--- config.mk ---
export PLATFORM = sky130hd
export DESIGN_NAME = softstart_seq
export DESIGN_NICKNAME = d
export VERILOG_FILES = /design/src/rtl/softstart_seq.sv
export SDC_FILE = /design/constraint.sdc
export NUM_CORES = 1
export LEC_CHECK = 0
export ABC_CLOCK_PERIOD_IN_PS = 3300
export CORE_MARGIN = 3
export CORE_UTILIZATION = 30
export DETAILED_ROUTE_END_ITERATION = 10
export DONT_BUFFER_PORTS = 1
export PLACE_DENSITY = 0.55
export REMOVE_ABC_BUFFERS = 1
export SLEW_MARGIN = 40
export SYNTH_ARGS = -nofsm -noshare
export SYNTH_HDL_FRONTEND = slang
export SYNTH_SLANG_ARGS = --single-unit
--- constraint.sdc ---
create_clock -name clk -period 3.3 [get_ports clk]
set_input_delay 0 -clock clk [delete_from_list [all_inputs] [get_ports clk]]
set_output_delay 0 -clock clk [all_outputs]
set_load 0.05 [all_outputs]
--- src/rtl/softstart_seq.sv ---
module softstart_seq #(
  parameter int SUP_W     = 8,
  parameter int CS_W      = 8,
  parameter int LVL_W     = 12,
  parameter int SUP_START = 110,
  parameter int SUP_STOP  = 90,
  parameter int OC_LIMIT  = 250,
  parameter int LVL_MAX   = 4000,
  parameter int OFF_LEVEL = 400,
  parameter int STEP_UP   = 8,
  parameter int DN_RATIO  = 10
) (
  input  logic             clk,
  input  logic             rst_n,
  input  logic [SUP_W-1:0] supply,
  input  logic             ref_good,
  input  logic             dis_req,
  input  logic [CS_W-1:0]  cs_word,
  input  logic [LVL_W-1:0] duty_req,
  output logic [LVL_W-1:0] duty_cmd,
  output logic [LVL_W-1:0] ss_level,
  output logic             out_en,
  output logic [2:0]       seq_state
);

  localparam int STEP_DN = STEP_UP * DN_RATIO;
  localparam logic [SUP_W-1:0] START_V = SUP_W'(SUP_START);
  localparam logic [SUP_W-1:0] STOP_V  = SUP_W'(SUP_STOP);
  localparam logic [CS_W-1:0]  OC_V    = CS_W'(OC_LIMIT);
  localparam logic [LVL_W-1:0] LMAX    = LVL_W'(LVL_MAX);
  localparam logic [LVL_W-1:0] OFF_V   = LVL_W'(OFF_LEVEL);
  localparam logic [LVL_W-1:0] DN_V    = LVL_W'(STEP_DN);
  localparam logic [LVL_W:0]   UP_X    = (LVL_W+1)'(STEP_UP);
  localparam logic [LVL_W:0]   LMAX_X  = (LVL_W+1)'(LVL_MAX);

  typedef enum logic [2:0] {
    S_UVLO = 3'd0,
    S_DIS  = 3'd1,
    S_SS   = 3'd2,
    S_RUN  = 3'd3,
    S_STOP = 3'd4
  } seq_e;

  seq_e             st_q, st_d;
  logic [LVL_W-1:0] lvl_q, lvl_d;
  logic             sup_ok_q;
  logic             oc;
  logic [LVL_W:0]   up_sum;
  logic [LVL_W-1:0] dn_val;

  assign oc     = cs_word >= OC_V;
  assign up_sum = {1'b0, lvl_q} + UP_X;
  assign dn_val = (lvl_q > DN_V) ? lvl_q - DN_V : '0;

  always_ff @(posedge clk or negedge rst_n) begin
    if (!rst_n)                         sup_ok_q <= 1'b0;
    else if (!sup_ok_q && supply > START_V) sup_ok_q <= 1'b1;
    else if (sup_ok_q && supply < STOP_V)   sup_ok_q <= 1'b0;
  end

  always_comb begin
    st_d  = st_q;
    lvl_d = lvl_q;
    if (!sup_ok_q) begin
      st_d  = S_UVLO;
      lvl_d = '0;
    end else if (!ref_good || dis_req) begin
      st_d  = S_DIS;
      lvl_d = '0;
    end else begin
      case (st_q)
        S_UVLO, S_DIS: st_d = S_SS;
        S_SS: begin
          if (oc) st_d = S_STOP;
          else if (up_sum >= LMAX_X) begin
            lvl_d = LMAX;
            st_d  = S_RUN;
          end else lvl_d = up_sum[LVL_W-1:0];
        end
        S_RUN: if (oc) st_d = S_STOP;
        S_STOP: begin
          lvl_d = dn_val;
          if (dn_val < OFF_V) st_d = S_SS;
        end
        default: begin
          st_d  = S_UVLO;
          lvl_d = '0;
        end
      endcase
    end
  end

  always_ff @(posedge clk or negedge rst_n) begin
    if (!rst_n) begin
      st_q  <= S_UVLO;
      lvl_q <= '0;
    end else begin
      st_q  <= st_d;
      lvl_q <= lvl_d;
    end
  end

  assign ss_level  = lvl_q;
  assign seq_state = st_q;
  assign out_en    = lvl_q >= OFF_V;
  assign duty_cmd  = (st_q == S_RUN || duty_req < lvl_q) ? duty_req : lvl_q;

  AST_UV_CLEAR: assert property (@(posedge clk) disable iff (!rst_n)
    !sup_ok_q |=> (seq_state == 3'd0 && ss_level == '0));
  AST_DIS_CLEAR: assert property (@(posedge clk) disable iff (!rst_n)
    (sup_ok_q && (!ref_good || dis_req)) |=> (seq_state == 3'd1 && ss_level == '0));
  AST_RAMP_UP: assert property (@(posedge clk) disable iff (!rst_n)
    (st_q == S_SS && sup_ok_q && ref_good && !dis_req && !oc)
      |=> (int'(ss_level) == int'($past(ss_level)) + STEP_UP || ss_level == LMAX));
  AST_LVL_MAX: assert property (@(posedge clk) disable iff (!rst_n)
    ss_level <= LMAX);
  AST_STOP_RATE: assert property (@(posedge clk) disable iff (!rst_n)
    (st_q == S_STOP && sup_ok_q && ref_good && !dis_req)
      |=> (int'(ss_level) + STEP_DN == int'($past(ss_level)) || ss_level == '0));
  AST_OC_IGNORED: assert property (@(posedge clk) disable iff (!rst_n)
    (st_q == S_STOP && sup_ok_q && ref_good && !dis_req)
      |=> (seq_state == 3'd4 || seq_state == 3'd2));
  AST_OFF_WHEN_PARKED: assert property (@(posedge clk) disable iff (!rst_n)
    (seq_state == 3'd0 || seq_state == 3'd1) |-> !out_en);
  AST_CLAMP: assert property (@(posedge clk) disable iff (!rst_n)
    (seq_state != 3'd3) |-> (duty_cmd <= ss_level && duty_cmd <= duty_req));

endmodule

==> results list, run 1 <==
* Violation count after the first detailed-route iteration: 89
- IO Port Bufs: 0
- Boundary Pins: 60
- Max_slew headroom: 51.6%
- Number of standard cells after synthesis: 206
* Number of iterations in the first detailed-routing pass: 4
* Number of vias after detailed routing: 1561
- Synthesized area: 0.00164 mm^2
- Summing the areas of all xor and xnor instances in the mapped netlist gives 2.67% of the synthesized area.
* Wire length of the first global-routing pass: 7560 um
- Starting density of the core: 31.5%
- Path category of the worst min-delay check: input pin to register
* Status: complete, no violations
- Share of post-route cells with drive strength above 1: 15.7%
* Share of synthesized area spent on multiplexers: 6.80%
* Mean Syn Cell Area: 7.95 um^2
- Number of antenna violations at the first check in global routing: 0
- Along the worst path, the maximum fanout reaches 10.
* Worst IR drop on VDD: 0.0892 mV
- Sinks on Clock Net: 13
* Ys flop type: dfrtp_1
- Die ar.: 0.00638 mm^2
* ANT cells: 0
- Top area cells in the synthesized netlist: dfrtp_1 20%, ha_1 11%, mux2_2 5.5%, o21ai_0 4.6%, buf_4 4.1%
- CTS placed an instance of clkbuf_8 at the clock tree root.
- The final-report hold violation count came to 0.
* Routed wire per std cell: 16.6 um
* Global route total overflow: 0
* Asr flop ratio synth: 100%
* Most area-hungry cell type in the Yosys netlist: dfrtp_1
- Final worst clock skew: 0.00650 ns
- The final critical path takes up 84.1% of the cycle.
* Area Growth Syn to Fin: 12.1%
- At the later pin of the worst-skew pair, clock insertion delay measures 0.25 ns.
- After Yosys synthesis, and, or, nand and nor cells account for 22.6% of the synthesized area.
* # fillers: 560
- # resized after CTS: 0
* Clock slew seen by the registers of the worst setup and hold paths: 0.06 ns
- Count of antenna-violating nets left after detailed routing: 0
- Compound-gate portion of the synthesized area: 28.5%
* Post-CTS setup repair buffer count: 0
- For this design the static power due to leakage is 0.000771 uW.
- Least-Margin Pin Slew: 0.726 ns
- TritonCTS built the clock tree.
* Sort of element at the start of the critical path: register
- Overall routing resource usage: 15.1%
- The HPWL after detailed placement is 3600 um.
* Routed wire length: 4730 um
* Via count of the first global-routing pass: 1425
- Required time of the critical path: 3.49 ns
- The floorplan has 26 rows.
* Post-synthesis adder-cell area fraction: 10.7%
* Tot Pwr: 475 uW
* Pwr Density: 259 mW/mm^2
- Cell variety after synth: 57
- Yosys warning total: 0
- The die is 79.9 um wide.
- The share of synthesized area in the top cell type comes to 19.9%.
- The die is 79.9 um tall.
* Total CTS buffers: 3
- Using the TritonRoute via totals, the vias-per-cell ratio works out to 5.46.
- Final count of negative-setup-slack endpoints: 0
- CTS built an H-tree with a depth of 1.
- Count of unresolved DRC violations after routing: 0
- In this run the deepest clock path goes through 2 buffers.
* Kind of critical path: register to register
- At the worst endpoint, the arrival time is 2.97 ns.
- Maximum number of pins on one net before global-route repair: 15
* Part of the Yosys area used for sequential elements: 19.9%
- The net count of the finished layout is 263.
- Core region area: 0.00520 mm^2
* Critical Path Sink Type: register
- The congestion estimate from routability-driven global placement came to 0.876.
* Flops & latches, synth: 13
* Peak Freq: 0.360 GHz
- After layout, the minimum clock period comes to 2.77 ns.
- After synthesis, the largest family of logic cells by area is compound AO/OA/AOI/OAI gates.
* Unrepaired setup endpoints after global routing: no
- Max Slew Vio Count: 0
* Total of max-cap violations: 0
- Count of flip-flops with a built-in enable after synthesis: 0
- Fin Setup TNS: 0 ns
[repair_timing]
action	in CTS	in global routing
endpoints found under the hold margin	16	0
hold buffers	6	0
endpoints found under the setup margin	0	0
[cells by family after synthesis]
group / Yosys count
muxes: 10
adders and majority gates: 14
xor gates and xnor gates: 5
DFF: 13
other: 1
buffers and inverters: 28
AOI/OAI and AO/OA: 65
and+or+nand+nor: 70
[flip-flops by register name, summed over array words and instances (netlist names)]
register,count
ss_level,9
sup_ok_q,1
seq_state,3
[Yosys cell counts (3+ instances only)]
cell	number
nor2b_1	4
o22ai_1	5
o21ai_2	3
nand2b_1	4
o21ai_0	15
o21a_1	4
ha_1	14
nor3_1	7
buf_4	9
and2_1	4
a21oi_1	8
xnor2_1	5
nand4_1	3
dfrtp_1	13
nand3_1	6
inv_1	14
nand2_1	18
a21o_1	3
and3_1	3
mux2_2	8
nor2_1	11
[layout make-up]
| type | instances | area, um^2 | share of cell area [%] |
|---|---|---|---|
| inverter | 15 | 56.3 | 3.07 |
| clock buffer | 4 | 45.0 | 2.45 |
| tap | 70 | 87.6 | 4.77 |
| sequential | 13 | 325 | 17.7 |
| timing repair buffer | 17 | 143 | 7.77 |
| multi-input combinational | 167 | 1180 | 64.2 |
[through the flow]
stage	hold WS, ns	instance area (um^2)	utilization, %	instances	setup slack, ns
global placement	-0.295	1730	33.2	276	0.887
detailed placement	-0.295	1730	33.2	276	0.883
floorplan	-0.296	1560	-	195	0.557
finish	0.0528	1840	35.3	286	0.526
global route	0.102	1840	35.3	286	0.276
CTS	0.0574	1840	35.3	286	0.527
[layout by cell type (no fill, tap or decap), types with 3 or more instances in the layout]
| master | count |
|---|---|
| nand3_1 | 6 |
| and2_1 | 4 |
| dlygate4sd3_1 | 6 |
| a21oi_1 | 8 |
| nand4_1 | 3 |
| nand2_1 | 18 |
| nand2b_1 | 4 |
| o22ai_1 | 5 |
| xnor2_1 | 5 |
| inv_1 | 14 |
| dfrtp_1 | 13 |
| o21ai_1 | 3 |
| o21ai_2 | 3 |
| a21o_1 | 3 |
| clkbuf_8 | 3 |
| and3_1 | 3 |
| o21ai_0 | 14 |
| nor2_1 | 11 |
| conb_1 | 3 |
| o21a_1 | 4 |
| mux2_2 | 8 |
| buf_4 | 11 |
| nor2b_1 | 4 |
| nor3_1 | 7 |
| ha_1 | 14 |
[worst paths after layout]
path / start / endpoint / slack (ns) / cells past startpoint
worst min-delay path: cs_word[6] / seq_state[2] / 0.05 / 4
max in group asynchronous: rst_n / ss_level[6] / 2.64 / 1
worst max-delay path: ss_level[4] / seq_state[0] / 0.53 / 9
min in group asynchronous: rst_n / ss_level[10] / 0.23 / 1
worst min register to register: ss_level[3] / ss_level[3] / 0.58 / 2
worst max register to register: ss_level[4] / seq_state[0] / 0.53 / 9
[power breakdown]
part	switching, uW	internal, uW	total, uW
Clock	64.0	85.5	150
Sequential	14.5	165	179
Combinational	105	41.4	146
[routing by layer]
metal	GRT usage, %	vias up	share of wire [%]	routed length (um)
met5	0	-	0	0
met4	3.72	0	0.70	33
met3	4.06	4	7.6	358
met2	23.6	50	47	2240
met1	20.5	729	44	2100
li1	-	778	-	-
[critical path: stages (launching register included)]
cell and delay, ns:
dfrtp_1 0.34, buf_4 0.27, ha_1 0.27, nand3_1 0.17
xnor2_1 0.24, o22ai_2 0.13, a211oi_4 0.46, o21ai_2 0.10
a31oi_1 0.17, dlygate4sd3_1 0.55
Power figures use the tool's default switching activity.
==> inputs of run 2 (changes only) <==
--- a/config.mk
+++ b/config.mk
@@ -5,7 +5,7 @@
 export SDC_FILE = /design/constraint.sdc
 export NUM_CORES = 1
 export LEC_CHECK = 0
-export ABC_CLOCK_PERIOD_IN_PS = 3300
+export ABC_CLOCK_PERIOD_IN_PS = 2600
 export CORE_MARGIN = 3
 export CORE_UTILIZATION = 30
 export DETAILED_ROUTE_END_ITERATION = 10
==> constraint.sdc (replaced) <==
create_clock -name clk -period 2.6 [get_ports clk]
set_input_delay 0 -clock clk [delete_from_list [all_inputs] [get_ports clk]]
set_output_delay 0 -clock clk [all_outputs]
set_load 0.05 [all_outputs]
==> run 2 against run 1 <==
Compared with the run above:
- core utilization grew 2.9 points
- critical path depth is the same
- final cell count grew 3.8%
- critical endpoint is now duty_cmd[3]
- largest cell class unchanged
==> results list, run 2 (same netlist as run 1, synthesis figures left out) <==
* Max_slew headroom: 53.0%
- Kind of critical path: register to output port
- Entering global routing, the biggest net connects 15 pins.
- Gate family responsible for the most delay along the worst path: compound AO/OA/AOI/OAI gates
* Tot Pwr: 645 uW
- The signal on the critical path passes through inv_1 > ha_1 > o21a_1 > o21a_1 > o2111ai_1 > a21boi_0 > o21ai_2 > buf_4 > mux2_4.
- Boundary Pins: 60
* Count of antenna-violating nets left after detailed routing: 0
- Clock insertion delay at the later pin of the skew report: 0.25 ns
- Routed wire length: 4960 um
* Total of max-cap violations: 0
- The first detailed-routing pass took 5 iterations.
* Final worst clock skew: 0.00537 ns
- Area Growth Syn to Fin: 21.2%
- The initial antenna violation count came to 0.
- Overall routing resource usage: 15.6%
* TritonCTS clock tree: yes
- The worst setup path is captured at an output port.
- Largest driver fanout on the critical path: 5
* HPWL Detailed: 3770 um
- Worst path most repeated cell: o21a_1
- The root buffer cell chosen for the clock tree is clkbuf_8.
* Sinks on Clock Net: 13
* Share of post-route cells with drive strength above 1: 20.7%
- Leakage component of the power: 0.000859 uW
* Num rows: 26
- Hold-critical path endpoint: seq_state[2]
- In this run the most critical hold path is launched from cs_word[6].
- Maximum cell stage delay along the critical path: 0.39 ns
- Required time of the critical path: 2.60 ns
- Power spread over the standard cell area amounts to 325 mW/mm^2.
* Total CTS buffers: 3
- Hold Path Depth: 4
* Critical path buffers and inverters: 2
* Die width: 79.9 um
- Longest Clk Path Bufs: 2
- Wire length of the first global-routing pass: 7810 um
- Launching point of the worst reg2reg path: ss_level[4]
* Floorplan die height: 79.9 um
- At the pin with the least slew margin, the transition time is 0.702 ns.
- During placement, the flow inserted port buffers numbering 0.
* Status: complete, no violations
- Register-to-register setup slack: 0.25 ns
- Timing analysis after detailed placement gives a worst setup slack of 0.213 ns.
- Dividing the detail-routed via count by the number of cells gives 5.51.
- The worst setup path is launched from a register.
- Most frequent standard cell in the layout excluding fill and tap cells: buf_4
* Net count reported at finish: 274
- After layout, the worst setup slack is 0.171 ns.
- Worst reg2reg endpoint: ss_level[5]
- CTS HTree Levels: 1
- Number of vias after detailed routing: 1636
- Most used cells in the layout excluding fill and tap cells: 20 x buf_4, 18 x nand2_1, 14 x ha_1
* Min Hold Slack: 0.0550 ns
- Non-filler cells in the finished layout: 297
* Final count of negative-setup-slack endpoints: 0
- Met2 layer wire length in the routed design: 2410 um
- Routability Congestion: 0.861
- The register with the most flip-flops in the layout has 9 of them.
* Fin Setup TNS: 0 ns
* Met1 WL: 2150 um
- Across the VDD grid, the largest voltage drop is 0.152 mV.
- The worst hold path belongs to the class input pin to register.
- Hold Vio Cnt, Final: 0
* Period utilisation layout: 93.4%
- Starting density of the core: 31.5%
- The total overflow left after global routing is 0.
- Crit path time final: 2.43 ns
- In the detailed route, the total length drawn on met3 is 362 um.
- Max Slew Vio Count: 0
- The number of global-route vias before repair was 1523.
- Die ar.: 0.00638 mm^2
- 0 antenna diodes ended up in the layout.
* Worst endpoint data arrival time: 2.43 ns
- For this design, the slowest cell found on the critical path is mux2_4.
* R2R depth: 8
* Count of unresolved DRC violations after routing: 0
- Core region area: 0.00520 mm^2
* Routed wire per std cell: 16.7 um
- Clock-pin slew was measured on the worst setup and hold paths at 0.06 ns.
* Peak Freq: 0.412 GHz
* Top metal layer carrying routed signals: met4
- Counting flops per register, the top entry is ss_level.
- In this run, placement finished with an instance count of 287.
- The detailed router finished its first iteration with 156 violations.
-- run 2: cell count changes in the layout (fill, tap and decap cells not counted) --
cell / change
buf_4: +9
mux2_2: -8
mux2_4: +8
buf_12: +3
a2111oi_0: -1
a2111oi_1: +1
dlygate4sd3_1: -1
inv_1: -1
inv_2: +1
o21ai_0: -1
o21ai_1: +1
-- run 2: power by group --
| part | internal, uW | total, uW | switching [uW] | leakage [uW] |
|---|---|---|---|---|
| Combinational | 81.2 | 236 | 154 | 0.000661 |
| Clock | 109 | 195 | 85.9 | 0.0000228 |
| Sequential | 209 | 215 | 5.58 | 0.000175 |
| Total | 399 | 645 | 246 | 0.000859 |
-- run 2: layout make-up --
cell class | instances | area [um^2]
Inverter | 15 | 56.3
Timing Repair Buffer | 28 | 260
Fill cell | 537 | 3220
Sequential cell | 13 | 325
Clock buffer | 4 | 45.0
Multi-Input combinational cell | 167 | 1210
Tap cell | 70 | 87.6
-- run 2: worst max path at each step --
stage	startpoint	to	slack, ns	cells past startpoint
after floorplan	ss_level[7]	duty_cmd[8]	-0.14	7
after global placement	ss_level[4]	ss_level[5]	0.22	8
after detailed placement	ss_level[10]	duty_cmd[3]	0.21	8
after CTS	ss_level[10]	duty_cmd[3]	0.08	8
after global routing	ss_level[3]	duty_cmd[3]	-0.003	9
final	ss_level[3]	duty_cmd[3]	0.17	9
-- run 2: metal layers --
| layer | vias to the layer above | track usage (%) |
|---|---|---|
| met4 | 0 | 3.21 |
| li1 | 791 | - |
| met2 | 57 | 25.1 |
| met5 | - | 0 |
| met1 | 784 | 21.0 |
| met3 | 4 | 4.06 |
-- run 2: through the flow --
| stage | cell area (um^2) | util, % |
|---|---|---|
| after CTS | 1950 | 37.5 |
| final | 1980 | 38.1 |
| after floorplan | 1560 | - |
| after detailed placement | 1850 | 35.6 |
| after global routing | 1980 | 38.1 |
| after global placement | 1850 | 35.6 |
-- run 2: what timing repair did --
| action | in CTS | in global routing |
|---|---|---|
| resized for setup | 0 | 10 |
| endpoints found under the setup margin | 5 | 9 |
| hold buffers | 5 | 0 |
| hold endpoints to repair | 16 | 0 |
| buffers inserted | 1 | 0 |
| pin swaps | 1 | 1 |
| cloned | 0 | 0 |
-- run 2: worst reg2reg max path, cell delays in order (launching register included) --
cell and delay [ns]:
dfrtp_1 0.34, buf_4 0.27, ha_1 0.30, nand3_1 0.17, xnor2_1 0.26, o22ai_2 0.14
a2111oi_1 0.55, nor2_1 0.10, o22ai_1 0.13
==> inputs of run 3 (changes only) <==
--- a/config.mk
+++ b/config.mk
@@ -10,7 +10,6 @@
 export CORE_UTILIZATION = 30
 export DETAILED_ROUTE_END_ITERATION = 10
 export DONT_BUFFER_PORTS = 1
-export PLACE_DENSITY = 0.55
 export REMOVE_ABC_BUFFERS = 1
 export SLEW_MARGIN = 40
 export SYNTH_ARGS = -nofsm -noshare
==> run 3 against run 2 <==
Compared with the run above:
- die area unchanged
- hold slack gained 0.036 ns
- register-to-register slack improved by 0.17 ns
- sequential share of layout area increased by 0.18 points
- sequential power about the same
- fmax fell by 0.78%
- flip-flop and latch count unchanged
- global-route usage fell by 0.46 points
- combinational power fell by 6%
- first-iteration DRC count fell by 20%
- final area fell by 1.1%
- critical endpoint is now duty_cmd[8]
- highest routed layer unchanged
==> results list, run 3 (same netlist as run 1, synthesis figures left out) <==
* Status: complete, no violations
- The clock passes through at most 2 buffers.
- Total of max-cap violations: 0
* Register-to-register setup slack: 0.42 ns
- 0 antenna diodes ended up in the layout.
- Most flop-heavy register: ss_level
- The net count of the finished layout is 274.
* Pwr Density: 323 mW/mm^2
* IO Port Bufs: 0
- Unrepaired setup endpoints after global routing: no
- Gate family responsible for the most delay along the worst path: compound AO/OA/AOI/OAI gates
- Fin Setup TNS: 0 ns
* Least-Margin Pin Slew: 0.708 ns
* Routed wire per std cell: 16.6 um
- Sort of element at the start of the critical path: register
- Global routing finished with a remaining overflow of 0.
- The analysis attributes to net switching a power of 243 uW.
- In this run the remaining antenna-violating nets after routing total 0.
- Routability-driven placement finished with a final weighted congestion of 0.858.
- The first global-routing pass estimated 7670 um of wire.
- Setup WS post-layout: 0.152 ns
- Max_slew headroom: 52.6%
* Critical-path cell list: inv_1 > ha_1 > a21o_1 > a221oi_1 > a21boi_1 > o21ai_2 > buf_6 > mux2_1 > buf_4
- Most frequent standard cell in the layout excluding fill and tap cells: buf_4
- Max Slew Vio Count: 0
- Routed wire length: 4920 um
- For this configuration, the core starts out at a cell density of 31.5%.
- Most used cells in the layout excluding fill and tap cells: 19 x buf_4, 18 x nand2_1, 14 x o21ai_0, 14 x ha_1
- Internal: 391 uW
- Total CTS buffers: 3
- TritonCTS built the clock tree.
* Final cell utilization of the core: 37.7%
* Violation count after the first detailed-route iteration: 125
* Maximum cell stage delay along the critical path: 0.37 ns
- The floorplan step defined a die boundary enclosing 0.00638 mm^2.
- Final count of negative-setup-slack endpoints: 0
* Leakage component of the power: 0.000840 uW
- The number of setup buffers added after CTS is 0.
* Clock insertion delay at the later pin of the skew report: 0.25 ns
- Across the VDD grid, the largest voltage drop is 0.186 mV.
- Kind of critical path: register to output port
- Boundary Pins: 60
* Count of unresolved DRC violations after routing: 0
- The clock period could shrink to 2.45 ns.
- Maximum number of pins on one net before global-route repair: 15
* Sinks on Clock Net: 13
- Overall routing resource usage: 15.2%
* Period utilisation layout: 94.1%
* Ratio of routed vias to standard cells: 5.55
* Clock network fraction of design power: 30.7%
- After floorplanning, the core was divided into 26 placement rows.
* Clock root buffer: clkbuf_8
* HPWL Detailed: 3830 um
* Critical Path Sink Type: output port
- STA puts the critical path data required time at 2.60 ns.
* Switch share: 38.3%
- The initial antenna violation count came to 0.
* Hold Vio Cnt, Final: 0
- Die width: 79.9 um
* Floorplan die height: 79.9 um
* Path category of the worst min-delay check: input pin to register
- CP max-delay cell: dfrtp_1
- Share of total power in combinational logic: 35.0%
- Non-filler cells in the finished layout: 297
- Clock-pin slew was measured on the worst setup and hold paths at 0.06 ns.
* Number of vias after detailed routing: 1647
- Cell count after placement: 288
- Largest driver fanout on the critical path: 6
- Core region area: 0.00520 mm^2
- Worst endpoint data arrival time: 2.45 ns
* Peak Freq: 0.409 GHz
* Critical path buffers and inverters: 3
- Via count of the first global-routing pass: 1595
- Number of iterations in the first detailed-routing pass: 4
- CTS HTree Levels: 1
- Seq pwr share: 34.3%
- Final worst clock skew: 0.00296 ns
* Area Growth Syn to Fin: 19.9%
- Prior to clock tree synthesis, the placed netlist has a worst setup slack of 0.361 ns.
- In the final layout, the share of cells above drive strength 1 is 21.1%.
* Number of flip-flops under the largest register name: 9
## run 3: metrics by stage
| step | total power [uW] | area [um^2] | hold WS [ns] |
|---|---|---|---|
| 2_1_floorplan | 376 | 1560 | -0.296 |
| 3_3_place_gp | 428 | 1860 | -0.295 |
| 3_5_place_dp | 431 | 1860 | -0.295 |
| 4_1_cts | 641 | 1950 | 0.0812 |
| 5_1_grt | 664 | 1960 | 0.142 |
| 6_report | 634 | 1960 | 0.0907 |
## run 3: final timing paths
| kind | from | endpoint | depth (start not counted) |
|---|---|---|---|
| max in group asynchronous | rst_n | ss_level[3] | 1 |
| hold reg to reg | sup_ok_q | seq_state[0] | 2 |
| min in group asynchronous | rst_n | ss_level[11] | 1 |
| setup / recovery | ss_level[9] | duty_cmd[8] | 9 |
| setup reg to reg | ss_level[4] | ss_level[3] | 8 |
| hold / removal | cs_word[6] | seq_state[2] | 4 |
## run 3: power by group through the flow
stage / clock [uW] / combinational, uW / sequential (uW)
after floorplan: 0 / 131 / 245
after global placement: 0 / 207 / 221
after global routing: 206 / 238 / 219
final: 195 / 222 / 218
after CTS: 202 / 222 / 217
after detailed placement: 0 / 209 / 221
## run 3: worst reg2reg max path: cells and delay by family, from the launching register on
family	cells	cell delay, ns
buffers and inverters	1	0.18
adders and majority gates	1	0.20
DFF	1	0.37
AOI/OAI and AO/OA	3	0.69
and+or+nand+nor	3	0.62
## run 3: timing repair
action | 4_1_cts | 5_1_grt
endpoints found under the setup margin | 0 | 1
hold buffers | 5 | 0
gates resized for setup | 0 | 4
endpoints found under the hold margin | 16 | 0
## run 3: layout make-up
type                            count  area [um^2]
Timing Repair Buffer               28          264
Clock buffer                        4         45.0
Inverter                           15         56.3
Tap cell                           70         87.6
Multi-Input combinational cell    167         1180
Fill cell                         562         3240
Sequential cell                    13          325
## run 3: metal layers
metal	routed length [um]	GRT usage (%)	part of all wire [%]	up-vias
li1	-	-	-	796
met1	2210	19.0	45	782
met2	2350	25.3	48	61
met3	287	2.82	5.8	8
met4	80	6.25	1.6	0
met5	0	0	0	-
